[config.mk]
export PLATFORM = sky130hd
export DESIGN_NAME = prst_bank
export DESIGN_NICKNAME = d
export VERILOG_FILES = /design/src/rtl/prst_pkg.sv /design/src/rtl/prst_id_decode.sv /design/src/rtl/prst_reg_slice.sv /design/src/rtl/prst_swrst.sv /design/src/rtl/prst_cmd_fsm.sv /design/src/rtl/prst_bank.sv
export SDC_FILE = /design/constraint.sdc
export NUM_CORES = 1
export LEC_CHECK = 0
export BUFFER_PORTS_ARGS = -buffer_cell sky130_fd_sc_hd__buf_4
export CAP_MARGIN = 20
export CORE_AREA = 4 4 123 125
export CTS_CLUSTER_DIAMETER = 200
export DETAILED_ROUTE_END_ITERATION = 12
export DIE_AREA = 0 0 127 129
export MAX_ROUTING_LAYER = met4
export PLACE_DENSITY = 0.9
export SKIP_LAST_GASP = 1
export SYNTH_ARGS = -nofsm -noshare
export SYNTH_HDL_FRONTEND = slang
export SYNTH_SLANG_ARGS = --single-unit
[constraint.sdc]
create_clock -name clk -period 3.4 [get_ports clk]
set_input_delay 0.17 -clock clk [delete_from_list [all_inputs] [get_ports clk]]
set_output_delay 0.17 -clock clk [all_outputs]
set_load 0.05 [all_outputs]
[src/rtl/prst_pkg.sv]
`timescale 1ns/1ps
package prst_pkg;
    localparam int NUM_BANKS = 3;
    localparam int OFS_W     = 12;

    // Byte offset of the write-only system reset trigger
    localparam logic [OFS_W-1:0] SWRST_OFS = 12'h014;

    // Line command encodings; both unlisted codes only report
    typedef enum logic [1:0] {
        OP_PEEK  = 2'b00,
        OP_SET   = 2'b01,
        OP_CLR   = 2'b10,
        OP_PEEK2 = 2'b11
    } cmd_op_e;

    typedef enum logic {
        CS_IDLE  = 1'b0,
        CS_APPLY = 1'b1
    } cmd_state_e;

    // Byte offset of each reset control register
    function automatic logic [OFS_W-1:0] bank_ofs(input int idx);
        case (idx)
            0:       return 12'h020;
            1:       return 12'h024;
            default: return 12'h034;
        endcase
    endfunction
endpackage

[src/rtl/prst_id_decode.sv]
`timescale 1ns/1ps
module prst_id_decode
    import prst_pkg::*;
#(
    parameter int ID_W      = 16,
    parameter int IDX_SHIFT = 8,
    parameter int DATA_W    = 32,
    parameter int BIT_W     = $clog2(DATA_W)
) (
    input  logic [ID_W-1:0]      line_id,
    output logic [NUM_BANKS-1:0] bank_sel,
    output logic [BIT_W-1:0]     bit_idx,
    output logic                 id_ok
);
    localparam int FIELD_W = ID_W - IDX_SHIFT;

    logic [FIELD_W-1:0]   ofs_field;
    logic [IDX_SHIFT-1:0] idx_field;
    logic                 idx_ok;

    assign ofs_field = line_id[ID_W-1:IDX_SHIFT];
    assign idx_field = line_id[IDX_SHIFT-1:0];
    assign bit_idx   = idx_field[BIT_W-1:0];
    assign idx_ok    = (32'(idx_field) < DATA_W);

    for (genvar gi = 0; gi < NUM_BANKS; gi++) begin : g_match
        assign bank_sel[gi] = idx_ok && (32'(ofs_field) == 32'(bank_ofs(gi)));
    end

    assign id_ok = |bank_sel;
endmodule

[src/rtl/prst_reg_slice.sv]
`timescale 1ns/1ps
module prst_reg_slice #(
    parameter int DATA_W = 32,
    parameter int BIT_W  = $clog2(DATA_W)
) (
    input  logic              clk,
    input  logic              rst_n,
    input  logic              bus_hit,
    input  logic [DATA_W-1:0] bus_wdata,
    input  logic              cmd_hit,
    input  logic [BIT_W-1:0]  cmd_bit,
    input  logic              cmd_set,
    output logic [DATA_W-1:0] q
);
    logic [DATA_W-1:0] nxt;

    always_comb begin
        nxt = bus_hit ? bus_wdata : q;
        if (cmd_hit) nxt[cmd_bit] = cmd_set;
    end

    always_ff @(posedge clk or negedge rst_n) begin
        if (!rst_n) q <= '0;
        else        q <= nxt;
    end

    // a lone command touches only its own bit
    a_r4_single_bit: assert property (@(posedge clk) disable iff (!rst_n)
        (cmd_hit && !bus_hit) |=>
            (((q ^ $past(q)) & ~(DATA_W'(1) << $past(cmd_bit))) == '0));

    // the addressed bit takes the commanded level
    a_r4_bit_value: assert property (@(posedge clk) disable iff (!rst_n)
        cmd_hit |=> (q[$past(cmd_bit)] == $past(cmd_set)));

    // a same-cycle bus write keeps its other bits
    a_r9_merge: assert property (@(posedge clk) disable iff (!rst_n)
        (cmd_hit && bus_hit) |=>
            (((q ^ $past(bus_wdata)) & ~(DATA_W'(1) << $past(cmd_bit))) == '0));
endmodule

[src/rtl/prst_swrst.sv]
`timescale 1ns/1ps
module prst_swrst
    import prst_pkg::*;
#(
    parameter int DATA_W     = 32,
    parameter int ADDR_W     = 12,
    parameter int NUM_SYSRST = 4,
    parameter int BASE_BIT   = 2
) (
    input  logic                  clk,
    input  logic                  rst_n,
    input  logic                  bus_we,
    input  logic [ADDR_W-1:0]     bus_addr,
    input  logic [DATA_W-1:0]     bus_wdata,
    output logic [NUM_SYSRST-1:0] sysrst_req
);
    logic                  trig_hit;
    logic [NUM_SYSRST-1:0] req_d;

    assign trig_hit = bus_we && (32'(bus_addr) == 32'(SWRST_OFS));

    // request n fires only for the exact word BASE<<n, n = 1..NUM_SYSRST
    for (genvar gn = 1; gn <= NUM_SYSRST; gn++) begin : g_req
        assign req_d[gn-1] = trig_hit && (bus_wdata == (DATA_W'(1) << (BASE_BIT + gn)));
    end

    always_ff @(posedge clk or negedge rst_n) begin
        if (!rst_n) sysrst_req <= '0;
        else        sysrst_req <= req_d;
    end

    // each request lasts one cycle
    a_r7_one_cycle: assert property (@(posedge clk) disable iff (!rst_n)
        (sysrst_req != '0) |=> (sysrst_req == '0));

    // never more than one request at once
    a_r8_onehot: assert property (@(posedge clk) disable iff (!rst_n)
        $onehot0(sysrst_req));

    // a request always follows a bus write
    a_r7_from_write: assert property (@(posedge clk) disable iff (!rst_n)
        (sysrst_req != '0) |-> $past(bus_we));
endmodule

[src/rtl/prst_cmd_fsm.sv]
`timescale 1ns/1ps
module prst_cmd_fsm
    import prst_pkg::*;
#(
    parameter int ID_W = 16
) (
    input  logic            clk,
    input  logic            rst_n,
    input  logic            cmd_valid,
    input  logic [1:0]      cmd_op,
    input  logic [ID_W-1:0] cmd_id,
    input  logic            dec_ok,
    input  logic            line_now,
    output logic [ID_W-1:0] held_id,
    output logic            apply_wr,
    output logic            apply_set,
    output logic            apply_en,
    output logic            cmd_ready,
    output logic            cmd_done,
    output logic            cmd_err,
    output logic            cmd_status
);
    cmd_state_e state, state_nxt;
    cmd_op_e    held_op;
    logic       accept;

    assign accept    = cmd_valid && (state == CS_IDLE);
    assign cmd_ready = (state == CS_IDLE);
    assign apply_en  = (state == CS_APPLY);
    assign apply_set = (held_op == OP_SET);
    assign apply_wr  = apply_en && ((held_op == OP_SET) || (held_op == OP_CLR));

    always_comb begin
        state_nxt = state;
        unique case (state)
            CS_IDLE:  if (cmd_valid) state_nxt = CS_APPLY;   // accept
            CS_APPLY: state_nxt = CS_IDLE;                   // retire
        endcase
    end

    always_ff @(posedge clk or negedge rst_n) begin
        if (!rst_n) state <= CS_IDLE;
        else        state <= state_nxt;
    end

    always_ff @(posedge clk or negedge rst_n) begin
        if (!rst_n) begin
            held_id    <= '0;
            held_op    <= OP_PEEK;
            cmd_done   <= 1'b0;
            cmd_err    <= 1'b0;
            cmd_status <= 1'b0;
        end else begin
            if (accept) begin
                held_id <= cmd_id;
                held_op <= cmd_op_e'(cmd_op);
            end
            cmd_done <= apply_en;
            if (apply_en) begin
                cmd_err    <= !dec_ok;
                cmd_status <= dec_ok && line_now;
            end
        end
    end

    // reply strobe two edges after acceptance
    a_r6_done_after_accept: assert property (@(posedge clk) disable iff (!rst_n)
        (cmd_valid && cmd_ready) |=> ##1 cmd_done);

    // reply strobe is one cycle wide
    a_r6_done_pulse: assert property (@(posedge clk) disable iff (!rst_n)
        cmd_done |=> !cmd_done);

    // busy in the cycle after acceptance
    a_r6_busy: assert property (@(posedge clk) disable iff (!rst_n)
        (cmd_valid && cmd_ready) |=> !cmd_ready);
endmodule

[src/rtl/prst_bank.sv]
`timescale 1ns/1ps
module prst_bank
    import prst_pkg::*;
#(
    parameter int DATA_W     = 32,
    parameter int ADDR_W     = 12,
    parameter int ID_W       = 16,
    parameter int IDX_SHIFT  = 8,
    parameter int NUM_SYSRST = 4,
    parameter int BASE_BIT   = 2
) (
    input  logic                          clk,
    input  logic                          rst_n,
    input  logic                          bus_we,
    input  logic [ADDR_W-1:0]             bus_addr,
    input  logic [DATA_W-1:0]             bus_wdata,
    output logic [DATA_W-1:0]             bus_rdata,
    input  logic                          cmd_valid,
    input  logic [1:0]                    cmd_op,
    input  logic [ID_W-1:0]               cmd_id,
    output logic                          cmd_ready,
    output logic                          cmd_done,
    output logic                          cmd_err,
    output logic                          cmd_status,
    output logic [NUM_BANKS*DATA_W-1:0]   rst_lines,
    output logic [NUM_SYSRST-1:0]         sysrst_req
);
    localparam int BIT_W = $clog2(DATA_W);

    logic [NUM_BANKS-1:0][DATA_W-1:0] q_all;
    logic [NUM_BANKS-1:0]             bank_sel;
    logic [NUM_BANKS-1:0]             bank_bit;
    logic [BIT_W-1:0]                 bit_idx;
    logic [ID_W-1:0]                  held_id;
    logic                             dec_ok, apply_wr, apply_set, apply_en;
    logic                             line_now;

    prst_id_decode #(.ID_W(ID_W), .IDX_SHIFT(IDX_SHIFT), .DATA_W(DATA_W), .BIT_W(BIT_W)) u_dec (
        .line_id(held_id), .bank_sel(bank_sel), .bit_idx(bit_idx), .id_ok(dec_ok)
    );

    prst_cmd_fsm #(.ID_W(ID_W)) u_fsm (
        .clk(clk), .rst_n(rst_n), .cmd_valid(cmd_valid), .cmd_op(cmd_op), .cmd_id(cmd_id),
        .dec_ok(dec_ok), .line_now(line_now), .held_id(held_id), .apply_wr(apply_wr),
        .apply_set(apply_set), .apply_en(apply_en), .cmd_ready(cmd_ready),
        .cmd_done(cmd_done), .cmd_err(cmd_err), .cmd_status(cmd_status)
    );

    for (genvar gb = 0; gb < NUM_BANKS; gb++) begin : g_bank
        logic bus_hit;
        assign bus_hit      = bus_we && (32'(bus_addr) == 32'(bank_ofs(gb)));
        assign bank_bit[gb] = bank_sel[gb] && q_all[gb][bit_idx];

        prst_reg_slice #(.DATA_W(DATA_W), .BIT_W(BIT_W)) u_slice (
            .clk(clk), .rst_n(rst_n), .bus_hit(bus_hit), .bus_wdata(bus_wdata),
            .cmd_hit(apply_wr && bank_sel[gb]), .cmd_bit(bit_idx),
            .cmd_set(apply_set), .q(q_all[gb])
        );

        assign rst_lines[gb*DATA_W +: DATA_W] = q_all[gb];
    end

    assign line_now = |bank_bit;

    always_comb begin
        bus_rdata = '0;
        for (int i = 0; i < NUM_BANKS; i++) begin
            if (32'(bus_addr) == 32'(bank_ofs(i))) bus_rdata = q_all[i];
        end
    end

    prst_swrst #(.DATA_W(DATA_W), .ADDR_W(ADDR_W), .NUM_SYSRST(NUM_SYSRST),
                 .BASE_BIT(BASE_BIT)) u_swrst (
        .clk(clk), .rst_n(rst_n), .bus_we(bus_we), .bus_addr(bus_addr),
        .bus_wdata(bus_wdata), .sysrst_req(sysrst_req)
    );

    // a rejected identifier leaves the registers untouched
    a_r3_invalid_no_change: assert property (@(posedge clk) disable iff (!rst_n)
        (apply_en && !dec_ok && !bus_we) |=> $stable(q_all));

    // report-only commands leave the registers untouched
    a_r5_peek_no_change: assert property (@(posedge clk) disable iff (!rst_n)
        (apply_en && !apply_wr && !bus_we) |=> $stable(q_all));
endmodule

[After elaboration in Yosys (flattened, before gate mapping)]
Index checks and enable logic that the tools add are counted.
Operators by class
  order comparisons: 3
  eq/ne operators: 13
  mux-type cells: 22
  bitwise operators: 1
  reduce and logical (&&, ||, !) cells: 25
Operators by type and width (number)
  32-bit two-way mux: 9
  32-bit bitwise mux: 3
  12-bit by 6-bit equality test with 1-bit output, second input constant: 3
  32-bit by 4-bit equality test with 1-bit output, second input constant: 1
  32-bit by 5-bit equality test with 1-bit output, second input constant: 1
  32-bit by 6-bit equality test with 1-bit output, second input constant: 1
  32-bit by 7-bit equality test with 1-bit output, second input constant: 1
  8-bit by 6-bit equality test with 1-bit output, second input constant: 3
  1-bit logical AND: 21
  1-bit binary-select mux with 5-bit select: 3
  12-bit by 5-bit equality test with 1-bit output, second input constant: 1
  8-bit by 6-bit less-than comparator with 1-bit output, second input constant: 1
  5-bit by 6-bit less-than comparator with 1-bit output, second input constant: 1
  3-bit OR reduction: 2
  1-bit demux with 5-bit select: 1
  5-bit by 1-bit >= comparator with 1-bit output, second input constant: 1
  1-bit two-way mux: 5
  2-bit by 1-bit equality test with 1-bit output, second input constant: 1
  2-bit equality test, second input constant: 1
  1-bit one-hot mux with 2 select lines: 1
  1-bit zero test: 1
  1-bit logical OR: 1
  1-bit NOT: 1
Storage, ports and cells
  flip-flop bits (word level): 122
  bits of input ports: 66
  output and inout port bits: 136
  logic and storage cells: 74

[Depth between registers and ports, before layout]
Gate-level depths: netlist (run 1).
  depth after elaboration: 6
  gate-level depth with buffers: 8
  gate-level depth less buffers: 6

[Modules after synthesis]
A second synthesis (run 1) with hierarchy kept.
Unflattened totals
  cell total of the unflattened synthesis: 756
  area, all modules: 8254.2 um^2
By module, submodules not included
  prst_reg_slice at g_bank[0].u_slice ...: times used 2, cells each 158, area each 1799.2 um^2
  prst_reg_slice at g_bank[2].u_slice: times used 1, cells each 158, area each 1790.5 um^2
  prst_bank: times used 1, cells each 183, area each 1551.5 um^2
  prst_cmd_fsm: times used 1, cells each 52, area each 873.3 um^2
  prst_swrst: times used 1, cells each 29, area each 336.6 um^2
  prst_id_decode: times used 1, cells each 18, area each 103.8 um^2

[Worst setup path before layout (run 1)]
OpenSTA, ideal clock, no wires.
  kind: reg2reg
  from: register u_fsm.held_id[9]
  to: register g_bank[2].u_slice.q[10]
  library setup time: 0.125 ns
  data arrival time: 2.076 ns
  required time: 3.275 ns
  path slack: 1.199 ns
  stages on the path, launching flop included: 7
  buffers on the path: 1
  cells stage by stage: dfrtp_1 -> or4b_4 -> nor4_4 -> nand4_1 -> clkbuf_1 -> nor2_1 -> mux2_2
Between the ends
  word-level cells in the longest chain between the ends: 4
Ends and longest elaborated chain
  start: declaration: line prst_cmd_fsm.sv:14  | output logic [ID_W-1:0] held_id,
  start signal: assignment: line prst_cmd_fsm.sv:55  | held_id <= cmd_id;
  8-bit by 6-bit equality test with 1-bit output: line prst_id_decode.sv:27  | assign bank_sel[gi] = idx_ok && (32'(ofs_field) == 32'(bank_ofs(gi)));
  1-bit logical AND: line prst_id_decode.sv:27
  1-bit logical AND: line prst_bank.sv:56  | .cmd_hit(apply_wr && bank_sel[gb]), .cmd_bit(bit_idx),
  32-bit two-way mux: line prst_reg_slice.sv:19  | if (cmd_hit) nxt[cmd_bit] = cmd_set;
  named net g_bank[2].u_slice.nxt[10]: line prst_reg_slice.sv:15  | logic [DATA_W-1:0] nxt;
  end signal: assignment: line prst_reg_slice.sv:24  | else q <= nxt;
  end: declaration: line prst_reg_slice.sv:13  | output logic [DATA_W-1:0] q
The timed path passes the listed nets, and every way through them passes these cells.
A chain may end at the register's enable or synchronous reset.

[Final worst setup path (run 1)]
  from: register u_fsm.held_id[0]
  to: register g_bank[0].u_slice.q[7]
Between the ends
  word-level cells in the longest chain between the ends: 6
Ends and longest elaborated chain (line)
  5-bit by 6-bit less-than comparator with 1-bit output (not written as such) / 5-bit by 1-bit >= comparator with 1-bit output (equally long branches): prst_reg_slice.sv:19
  1-bit logical AND (not written as such): prst_reg_slice.sv:19
  1-bit two-way mux (not written as such): prst_reg_slice.sv:19
  1-bit demux with 5-bit select
  32-bit bitwise mux: prst_reg_slice.sv:19
  32-bit two-way mux *: prst_reg_slice.sv:19
  named net g_bank[0].u_slice.nxt[7]: prst_reg_slice.sv:15
  end signal: assignment: prst_reg_slice.sv:24
  end: declaration: prst_reg_slice.sv:13
The timed path passes the listed nets; every way through them passes the cells marked *.

==> out/qor.yml, run 1 <==
die:
  die_w_um: 127
  boundaryPins: 202
  initial_utilization: 0.588
  rows: 43
  die_area_sq_um: 16400
  dieHeight_um: 129
  coreArea_sq_um: 13900
sta:
  timing.final.ws_setup_ns: 0.806
  hold_violations: 0
  rsz0062_at_grt: "false"
  maxSlewViolCount: 0
  relSlewSlack: 0.322
  period_minus_slack_ns: 2.59
  setup-violations-final: 0
  finalSetupTns_ns: 0
  fin_crit_sh: 0.763
  fmax_ghz: 0.386
  worst_slew_pin_slew_ns: 1.02
  clock_skew_ns: 0.0129
worst_setup_path:
  cp.arrival_ns: 2.90
  rrSetupSlack_ns: 0.81
  critPathCaptureType: "register"
  r2r_cells: 4
  critPathSlowestCell: "dfrtp_2"
  required_ns: 3.70
  cpPeakStageDelay_ns: 0.95
  criticalPathCategory: "register to register"
  critPathMaxFanout: 31
  crit_path_cell_trace: "and2_1 > nand2_1 > nor2_1 > mux2_2"
  cp-start-kind: "register"
clocking:
  path_clk_slew_ns: 0.06
  clk_latency_ns: 0.43
  h-tree-depth: 4
  cts-buffers-inserted: 17
  cts_resized: 0
  cts_sinks: 122
  cts_root_buf: "clkbuf_16"
  cts_tree: "built"
  clockBufferDepth: 2
pwr:
  power_mw: 4.02
  ir_worst_vdd_uv: 492
  p_per_area_nw_per_um2: 378
  p_leak_nw: 5.08
synthesis:
  ys.flop_type: "dfrtp_1"
  async_flop_share: 1.00
  yosysSeqAreaShare: 0.374
  syn-instance-count: 784
  syn-num-nets: 851
  synth-edff-count: 0
  yosysWarnings: 0
  syn_area_per_cell_sq_um: 10.4
  ys_ff_latch: 122
  syn_area_sq_um: 8170
  ys_types: 47
hold_path:
  hold_path.class: "primary input to register"
  holdPathStages: 2
global_routing:
  antenna_found_initial: 0
  grt_pass1_wl_mm: 43.3
  grt_use_total: 0.351
  grt_pass1_vias: 7679
  gr-total-overflow: 0
  grt_max_degree: 75
detailed_routing:
  firstDrtPassIters: 6
  drt_iter0_markers: 1010
  route.met2.wl_mm: 13.2
  dr_total_vias: 7628
  drc: 0
  antenna_left: 0
  wl_met1_mm: 10.1
  routed_wl_mm: 27.8
  met3WireLength_mm: 3.06
  vias_per_cell: 6.52
  wl_per_cell_um: 23.7
  highest_layer: "met4"
flow_run:
  cap_violations: 0
finish:
  layout_commonest_cell: "buf_4"
  nets: 1044
  n_antenna_cell: 0
  fin_util: 0.764
  final_area_sq_um: 10600
  most-common-layout-cells: "222 x buf_4, 191 x mux2_2, 135 x nor2_1, 121 x dfrtp_1, 38 x nand2_1"
  drive_gt1_frac: 0.475
  fillers: 862
  syn2layout_area_growth_pct: 29.9
placement:
  io_buffers: 201
  dp_hpwl_mm: 17.9
  pre_cts_ws_ns: 0.892
  place_area_sq_um: 9790
  gp_congestion: 0.903
status:
  status: "complete, no violations"
[flip-flops by register name, summed over array words and instances, names as in the netlist]
signal	cells
u_swrst.sysrst_req	4
u_fsm.held_op	2
u_fsm.held_id	16
u_fsm.cmd_status	1
u_fsm.cmd_done	1
u_fsm.cmd_err	1
u_fsm.apply_en	1
g_bank.u_slice.q	96
[critical path: cells and delay by family (launching register included)]
kind / cells / cell delay, ns
muxes: 1 / 0.35
and+or+nand+nor: 3 / 1.17
DFF: 1 / 0.95
[Yosys cell counts, drive strengths merged (2+ instances only)]
master	instances	area share
nand4	5	0.0038
and4	2	0.0021
buf	27	0.019
inv	2	0.00092
nor4	10	0.010
and3b	3	0.0032
nor2b	3	0.0023
nor2	135	0.062
a21oi	32	0.020
nor3	3	0.0025
mux2	223	0.31
nand3	37	0.023
dfrtp	122	0.37
nand2b	4	0.0031
and2	3	0.0023
a31oi	2	0.0015
clkbuf	44	0.020
mux4	16	0.044
nand3b	4	0.0037
nand2	38	0.017
nor4b	3	0.0040
mux2i	34	0.042
a211oi	2	0.0018
a22oi	11	0.010
nor3b	5	0.0052
and3	2	0.0015
[routing by layer]
metal | vias to the layer above | global-route usage
met1 | 3752 | 0.424
met4 | 0 | 0.178
li1 | 3205 | -
met5 | - | -
met3 | 128 | 0.0872
met2 | 543 | 0.549
[final timing paths]
| path | start | endpoint |
|---|---|---|
| max | u_fsm.held_id[0] | g_bank[0].u_slice.q[7] |
| min | bus_wdata[5] | u_swrst.sysrst_req[2] |
| max reg2reg | u_fsm.held_id[0] | g_bank[0].u_slice.q[7] |
| min reg2reg | u_fsm.held_id[7] | u_fsm.held_id[7] |
| max in group asynchronous | rst_n | g_bank[0].u_slice.q[17] |
| min in group asynchronous | rst_n | u_fsm.held_id[9] |
[stage by stage]
stage / cells / hold WS [ns]
detailed placement: 1117 / 0.380
CTS: 1170 / 0.00859
floorplan: 784 / -0.126
global placement: 1117 / 0.379
finish: 1170 / 0.0140
global route: 1170 / 0.0261
[kinds of logic after synthesis]
family / synth area share
multiplexers: 0.393
AND/OR/NAND/NOR: 0.154
flip-flops: 0.374
buffers and inverters: 0.0401
AO/OA/AOI/OAI: 0.0377
adder cells (fa/ha/maj): 0.00153
[power by group]
group	internal (mW)	switching, mW	leakage (nW)
registers	1.49	0.0876	1.65
clock network	1.21	0.649	0.309
logic	0.232	0.347	3.12
total	2.93	1.08	5.08
[what timing repair did]
item	in CTS	in global routing
hold buffers	21	0
hold endpoints to repair	93	0
setup buffers	0	0
[final cells by class]
cell class | count | area [sq um] | area share
multi-input combinational | 589 | 4800 | 0.452
sequential | 122 | 3050 | 0.288
timing repair buffer | 245 | 1920 | 0.181
clock buffer | 25 | 526 | 0.0495
tap | 180 | 225 | 0.0212
clock inverter | 7 | 85.1 | 0.00802
inverter | 2 | 7.51 | 0.000707
No activity file was read; power rests on OpenSTA's default activity.
==> run 2: changes to the inputs <==
Settings changed: CORE_AREA 4 4 123 125 to 4 4 127 129, DIE_AREA 0 0 127 129 to 0 0 131 133, PLACE_DENSITY 0.9 to 0.85.
Clock period 3.4 ns to 2.6 ns, I/O delays scaled along.
==> run 2 against run 1 <==
Net effect: cell area rose by 1.2%; critical path depth rose by 2; first-iteration DRC count fell by 36%; cell count rose by 1.7%; fmax rose by 9.3%; combinational power rose by 40%; clock power rose by 32%; non-clock buffer count rose by 12; die area rose by 6.3%; worst setup slack got worse by 0.58 ns; clock skew fell by 0.0074 ns; hold slack improved by 0.027 ns; critical path type unchanged; highest routed layer unchanged.
==> out/qor.yml, run 2 (synthesis gave the netlist of run 1 again) <==
worst_setup_path:
  cp-startpoint: "u_fsm.held_id[9]"
  path_delay_family: "simple AND/OR/NAND/NOR gates"
  critPathSlowestCell: "or4b_4"
  cpPeakStageDelay_ns: 0.55  # -0.40 ns
  criticalPathCategory: "register to register"
  regToRegStartpoint: "u_fsm.held_id[9]"
  critPathBufInv: 1  # +1
  r2r-end: "g_bank[1].u_slice.q[16]"
  crit_path_cell_trace: "or4b_4 > nor4_4 > and4b_1 > buf_12 > nand3_1 > mux2_1"
  critPathCaptureType: "register"
  cp-start-kind: "register"
  critPathMaxFanout: 32  # +3.2%
  rrSetupSlack_ns: 0.23  # -0.58 ns
  r2r_cells: 6  # +2
  cp.arrival_ns: 2.67  # -0.23 ns
  required_ns: 2.90  # -0.80 ns
die:
  die_w_um: 131  # +3.1%
  initial_utilization: 0.543  # -0.0451
  die_area_sq_um: 17400  # +6.3%
  rows: 45  # +4.7%
  dieHeight_um: 133  # +3.1%
  boundaryPins: 202  # unchanged
  coreArea_sq_um: 15000  # +8.3%
detailed_routing:
  drc: 0  # unchanged
  dr_total_vias: 7284  # -4.5%
  drt_iter0_markers: 644  # -36%
  firstDrtPassIters: 7  # +1
  routed_wl_mm: 26.2  # -5.6%
  wl_per_cell_um: 22.0  # -7.2%
  antenna_left: 0  # unchanged
  vias_per_cell: 6.12  # -6.1%
clocking:
  cts_sinks: 122  # unchanged
  path_clk_slew_ns: 0.06  # about the same
  clk_latency_ns: 0.43  # about the same
  cts-buffers-inserted: 17  # unchanged
  cts_tree: "built"
  h-tree-depth: 4  # unchanged
  clockBufferDepth: 2  # unchanged
  cts_root_buf: "clkbuf_16"
pwr:
  ir_worst_vdd_uv: 408  # -17%
  p_leak_nw: 5.14  # +1.1%
  p_per_area_nw_per_um2: 491  # +30%
global_routing:
  grt_pass1_wl_mm: 40.9  # -5.6%
  grt_max_degree: 59  # -21%
  gr-total-overflow: 0  # unchanged
  antenna_found_initial: 0  # unchanged
  grt_pass1_vias: 7290  # -5.1%
  grt_use_total: 0.310  # -0.0406
finish:
  top_register: "g_bank.u_slice.q"
  largest_register_ffs: 96  # unchanged
  fin_util: 0.715  # -0.0499
  nets: 1056  # +1.1%
  drive_gt1_frac: 0.477  # +0.00230
  reg_top3: "g_bank.u_slice.q: 96 flops, u_fsm.held_id: 16 flops, u_swrst.sysrst_req: 4 flops"
  syn2layout_area_growth_pct: 31.5
  n_antenna_cell: 0  # unchanged
  most-common-layout-cells: "229 x buf_4, 191 x mux2_2, 135 x nor2_1, 121 x dfrtp_1, 38 x nand2_1"
  layout_commonest_cell: "buf_4"
sta:
  period_minus_slack_ns: 2.37  # -0.222 ns
  rsz0062_at_grt: "false"
  clock_skew_ns: 0.00547  # -0.00740 ns
  relSlewSlack: 0.571  # +0.249
  finalSetupTns_ns: 0  # unchanged
  setup-violations-final: 0  # unchanged
  worst_slew_pin_slew_ns: 0.641  # -0.376 ns
  hold_violations: 0  # unchanged
  fmax_ghz: 0.422  # +9.3%
  maxSlewViolCount: 0  # unchanged
  fin_crit_sh: 0.912  # +0.149
hold_path:
  worstHoldStart: "bus_addr[6]"
  holdPathStages: 4  # +2
  hold_path.class: "primary input to register"
  min_to: "u_swrst.sysrst_req[1]"
placement:
  dp_hpwl_mm: 17.9  # +0.13%
  io_buffers: 201  # unchanged
  gp_congestion: 0.937  # +3.8%
status:
  status: "complete, no violations"
flow_run:
  cap_violations: 0  # unchanged
==> run 2: cell count changes in the layout (fill, tap and decap cells not counted) <==
cell           change
buf_12             +2
buf_4              +7
bufinv_16          +1
clkbuf_1           +2
clkbuf_8           -3
dlygate4sd3_1      +3
nor2b_1            -1
nor2b_2            +1
==> run 2: cell type report <==
class                           instances  area, sq um
Clock buffer                           24          492
Sequential cell                       122         3050
Timing Repair Buffer                  257         2040
Multi-Input combinational cell        589         4800
Fill cell                            1050         4290
Inverter                                2         7.51
Clock inverter                          8          115
Tap cell                              188          235
==> run 2: report_power, final <==
| group | switching (mW) | internal (mW) | leakage, nW |
|---|---|---|---|
| clock network | 0.851 | 1.60 | 0.304 |
| logic | 0.491 | 0.319 | 3.18 |
| registers | 0.0643 | 1.95 | 1.65 |
==> run 2: worst max-delay path by stage <==
stage | endpoint | slack [ns] | cells past startpoint
after global routing | g_bank[1].u_slice.q[16] | 0.13 | 6
after global placement | g_bank[1].u_slice.q[19] | 0.32 | 6
after detailed placement | g_bank[1].u_slice.q[18] | 0.27 | 6
final | g_bank[1].u_slice.q[16] | 0.23 | 6
after floorplan | g_bank[2].u_slice.q[10] | 0.40 | 6
after CTS | g_bank[1].u_slice.q[16] | 0.24 | 6
==> run 2: stage by stage <==
stage                     setup slack, ns  power (mW)  hold slack [ns]  area [sq um]  instances
after detailed placement            0.270        2.81            0.123          9900       1134
final                               0.228        5.28           0.0414         10700       1190
after global routing                0.127        5.43           0.0501         10700       1190
after global placement              0.317        2.80            0.120          9900       1134
after floorplan                     0.399        2.47           -0.166          8170        784
after CTS                           0.240        5.27         0.000264         10700       1190
==> run 2: metal layers <==
layer | global-route usage | vias to the layer above | routed length (um) | part of all wire
met5 | - | - | 0 | 0
met4 | 0.105 | 0 | 748 | 0.029
met3 | 0.0670 | 62 | 2080 | 0.079
met2 | 0.486 | 360 | 13000 | 0.50
met1 | 0.398 | 3637 | 10400 | 0.40
li1 | - | 3225 | - | -
==> run 2: what timing repair did <==
| item | CTS | global route |
|---|---|---|
| hold buffers | 24 | 0 |
| gates resized for setup | 0 | 0 |
| buffers inserted | 0 | 0 |
| endpoints found under the hold margin | 56 | 0 |
==> run 2: worst register-to-register path: stages (launching register included) <==
cell and delay (ns):
dfrtp_1 0.37, or4b_4 0.55, nor4_4 0.34, and4b_1 0.30, buf_12 0.20, nand3_1 0.12
mux2_1 0.36
==> run 3: changes to the inputs <==
Clock period 2.6 ns to 2.3 ns, I/O delays scaled along.
==> run 3 against run 2 <==
Net effect: power up 7.0%; clock power down 2%; sequential power up 13%; worst setup slack worse by 0.28 ns; sequential cell count unchanged; routed wire length up 2.4%; the run now ends with setup timing left; via count up 2.3%.
==> out/qor.yml, run 3 (synthesis gave the netlist of run 1 again) <==
status:
  status: "complete, but fails checks"
  failed_checks: "setup timing"
sta:
  period_minus_slack_ns: 2.36  # -0.0154 ns
  timing.final.ws_setup_ns: -0.0567  # -0.285 ns
  relSlewSlack: 0.589  # +0.0185
  fin_crit_sh: 1.02  # +0.112
  holdWs_ns: 0.0424  # +0.000991 ns
  worst_slew_pin_slew_ns: 0.616  # -0.0250 ns
  maxSlewViolCount: 0  # unchanged
  setup-violations-final: 10  # +10
  hold_violations: 0  # unchanged
  rsz0062_at_grt: "true"
  fmax_ghz: 0.424  # +0.65%
  clock_skew_ns: 0.00548  # +0.00000719 ns
  finalSetupTns_ns: -0.268  # -0.268 ns
global_routing:
  gr-total-overflow: 0  # unchanged
  grt_max_degree: 61  # +3.4%
  grt_pass1_wl_mm: 40.9  # about the same
  grt_pass1_vias: 7418  # +1.8%
  antenna_found_initial: 0  # unchanged
  grt_use_total: 0.312  # +0.00210
finish:
  layout_commonest_cell: "buf_4"
  reg_top3: "g_bank.u_slice.q: 96 flops, u_fsm.held_id: 16 flops, u_swrst.sysrst_req: 4 flops"
  final_cells: 1194  # +0.34%
  top_register: "g_bank.u_slice.q"
  fillers: 1044  # -0.57%
  syn2layout_area_growth_pct: 32.1
  drive_gt1_frac: 0.483  # +0.00606
  final_area_sq_um: 10800  # +0.42%
  largest_register_ffs: 96  # unchanged
  most-common-layout-cells: "229 x buf_4, 191 x mux2_2, 131 x nor2_1, 121 x dfrtp_1, 38 x nand2_1"
  n_antenna_cell: 0  # unchanged
  nets: 1063  # +0.66%
clocking:
  clk_latency_ns: 0.42  # about the same
  cts_root_buf: "clkbuf_16"
  cts_tree: "built"
  cts_sinks: 122  # unchanged
  h-tree-depth: 4  # unchanged
  cts-buffers-inserted: 17  # unchanged
  path_clk_slew_ns: 0.05  # about the same
  clockBufferDepth: 2  # unchanged
detailed_routing:
  firstDrtPassIters: 5  # -2
  drc: 0  # unchanged
  antenna_left: 0  # unchanged
  vias_per_cell: 6.24  # +2.0%
  wl_per_cell_um: 22.5  # +2.1%
  routed_wl_mm: 26.9  # +2.4%
  dr_total_vias: 7453  # +2.3%
  drt_iter0_markers: 831  # +29%
pwr:
  pwr-share-clk: 0.425  # -0.039
  p_sw_mw: 1.55  # +10%
  p_per_area_nw_per_um2: 523  # +6.6%
  p_leak_nw: 5.15  # +0.29%
  p_sw_frac: 0.275  # +0.00823
  seqPwrFrac: 0.405  # +0.023
  combinationalPowerShare: 0.170  # +0.016
  ir_worst_vdd_uv: 446  # +9.2%
  p_int_mw: 4.10  # +5.8%
die:
  die_area_sq_um: 17400  # unchanged
  boundaryPins: 202  # unchanged
  dieHeight_um: 133  # unchanged
  rows: 45  # unchanged
  die_w_um: 131  # unchanged
  coreArea_sq_um: 15000  # unchanged
  initial_utilization: 0.543  # unchanged
worst_setup_path:
  critPathMaxFanout: 8  # -75%
  regToRegStartpoint: "u_fsm.held_id[9]"
  cp-startpoint: "u_fsm.held_id[9]"
  critPathCaptureType: "register"
  cp.arrival_ns: 2.65  # -0.02 ns
  cp-start-kind: "register"
  required_ns: 2.60  # -0.30 ns
  cp-endpoint: "g_bank[2].u_slice.q[24]"
  r2r_cells: 7  # +1
  rrSetupSlack_ns: -0.06  # -0.28 ns
  criticalPathCategory: "register to register"
  r2r-end: "g_bank[2].u_slice.q[24]"
hold_path:
  hold_path.class: "primary input to register"
placement:
  dp_hpwl_mm: 18.6  # +4.0%
  io_buffers: 201  # unchanged
  pre_cts_ws_ns: -0.0342  # -0.304 ns
  place_area_sq_um: 9980  # +0.81%
  gp_congestion: 0.934  # -0.33%
  dp.cells: 1138  # +0.35%
flow_run:
  cap_violations: 0  # unchanged
run 3: cell count changes in the layout (fill, tap and decap cells not counted), sizes merged:
cell	before	now
dlygate4sd3	24	23
clkbuf	24	26
buf	233	241
bufinv	3	0
clkinv	5	3
run 3: layout make-up:
| cell class | count | area (sq um) | share of cell area |
|---|---|---|---|
| clock inverter | 3 | 15.0 | 0.00139 |
| clock buffer | 26 | 509 | 0.0472 |
| inverter | 2 | 7.51 | 0.000696 |
| sequential | 122 | 3050 | 0.283 |
| multi-input combinational | 589 | 4810 | 0.446 |
| timing repair buffer | 264 | 2150 | 0.199 |
| tap | 188 | 235 | 0.0218 |
run 3: what timing repair did:
action	CTS	global route
resized for setup	0	9
gates cloned	0	1
buffers inserted	1	2
endpoints found under the setup margin	49	36
hold buffers	23	0
endpoints found under the hold margin	61	0
pin swaps	1	1
run 3: per-stage QoR:
step / util / total power [mW]
after floorplan: - / 2.79
after global placement: 0.664 / 3.21
after detailed placement: 0.664 / 3.23
after CTS: 0.714 / 5.64
after global routing: 0.718 / 5.82
final: 0.718 / 5.65
run 3: per-layer routing:
layer | vias to the layer above | global-route usage | routed length [um]
li1 | 3233 | - | -
met1 | 3673 | 0.397 | 10400
met2 | 448 | 0.487 | 13100
met3 | 99 | 0.0529 | 2140
met4 | 0 | 0.139 | 1230
met5 | - | - | 0
run 3: worst min-delay path by stage:
stage,start,end,cells after the start
after CTS,bus_addr[6],u_swrst.sysrst_req[1],4
after global routing,bus_addr[11],u_swrst.sysrst_req[1],4
final,bus_addr[6],u_swrst.sysrst_req[1],4
after detailed placement,rst_n,u_fsm.held_id[13],1
after global placement,rst_n,u_fsm.held_id[13],1
after floorplan,rst_n,g_bank[0].u_slice.q[0],0
run 3: worst max-delay path, cell delays in order (launching register included):
cell and delay [ns]:
dfrtp_1 0.39, or4b_4 0.55, nor4_4 0.24, nand4_1 0.18
buf_6 0.18, buf_2 0.19, nor2_1 0.15, mux2_2 0.35
run 3: power groups by stage:
stage / registers, mW / logic, mW / clock network, mW
after floorplan: 2.30 / 0.485 / 0
after global placement: 2.32 / 0.893 / 0
after detailed placement: 2.32 / 0.904 / 0
after CTS: 2.29 / 0.940 / 2.41
after global routing: 2.30 / 1.01 / 2.51
final: 2.29 / 0.960 / 2.40
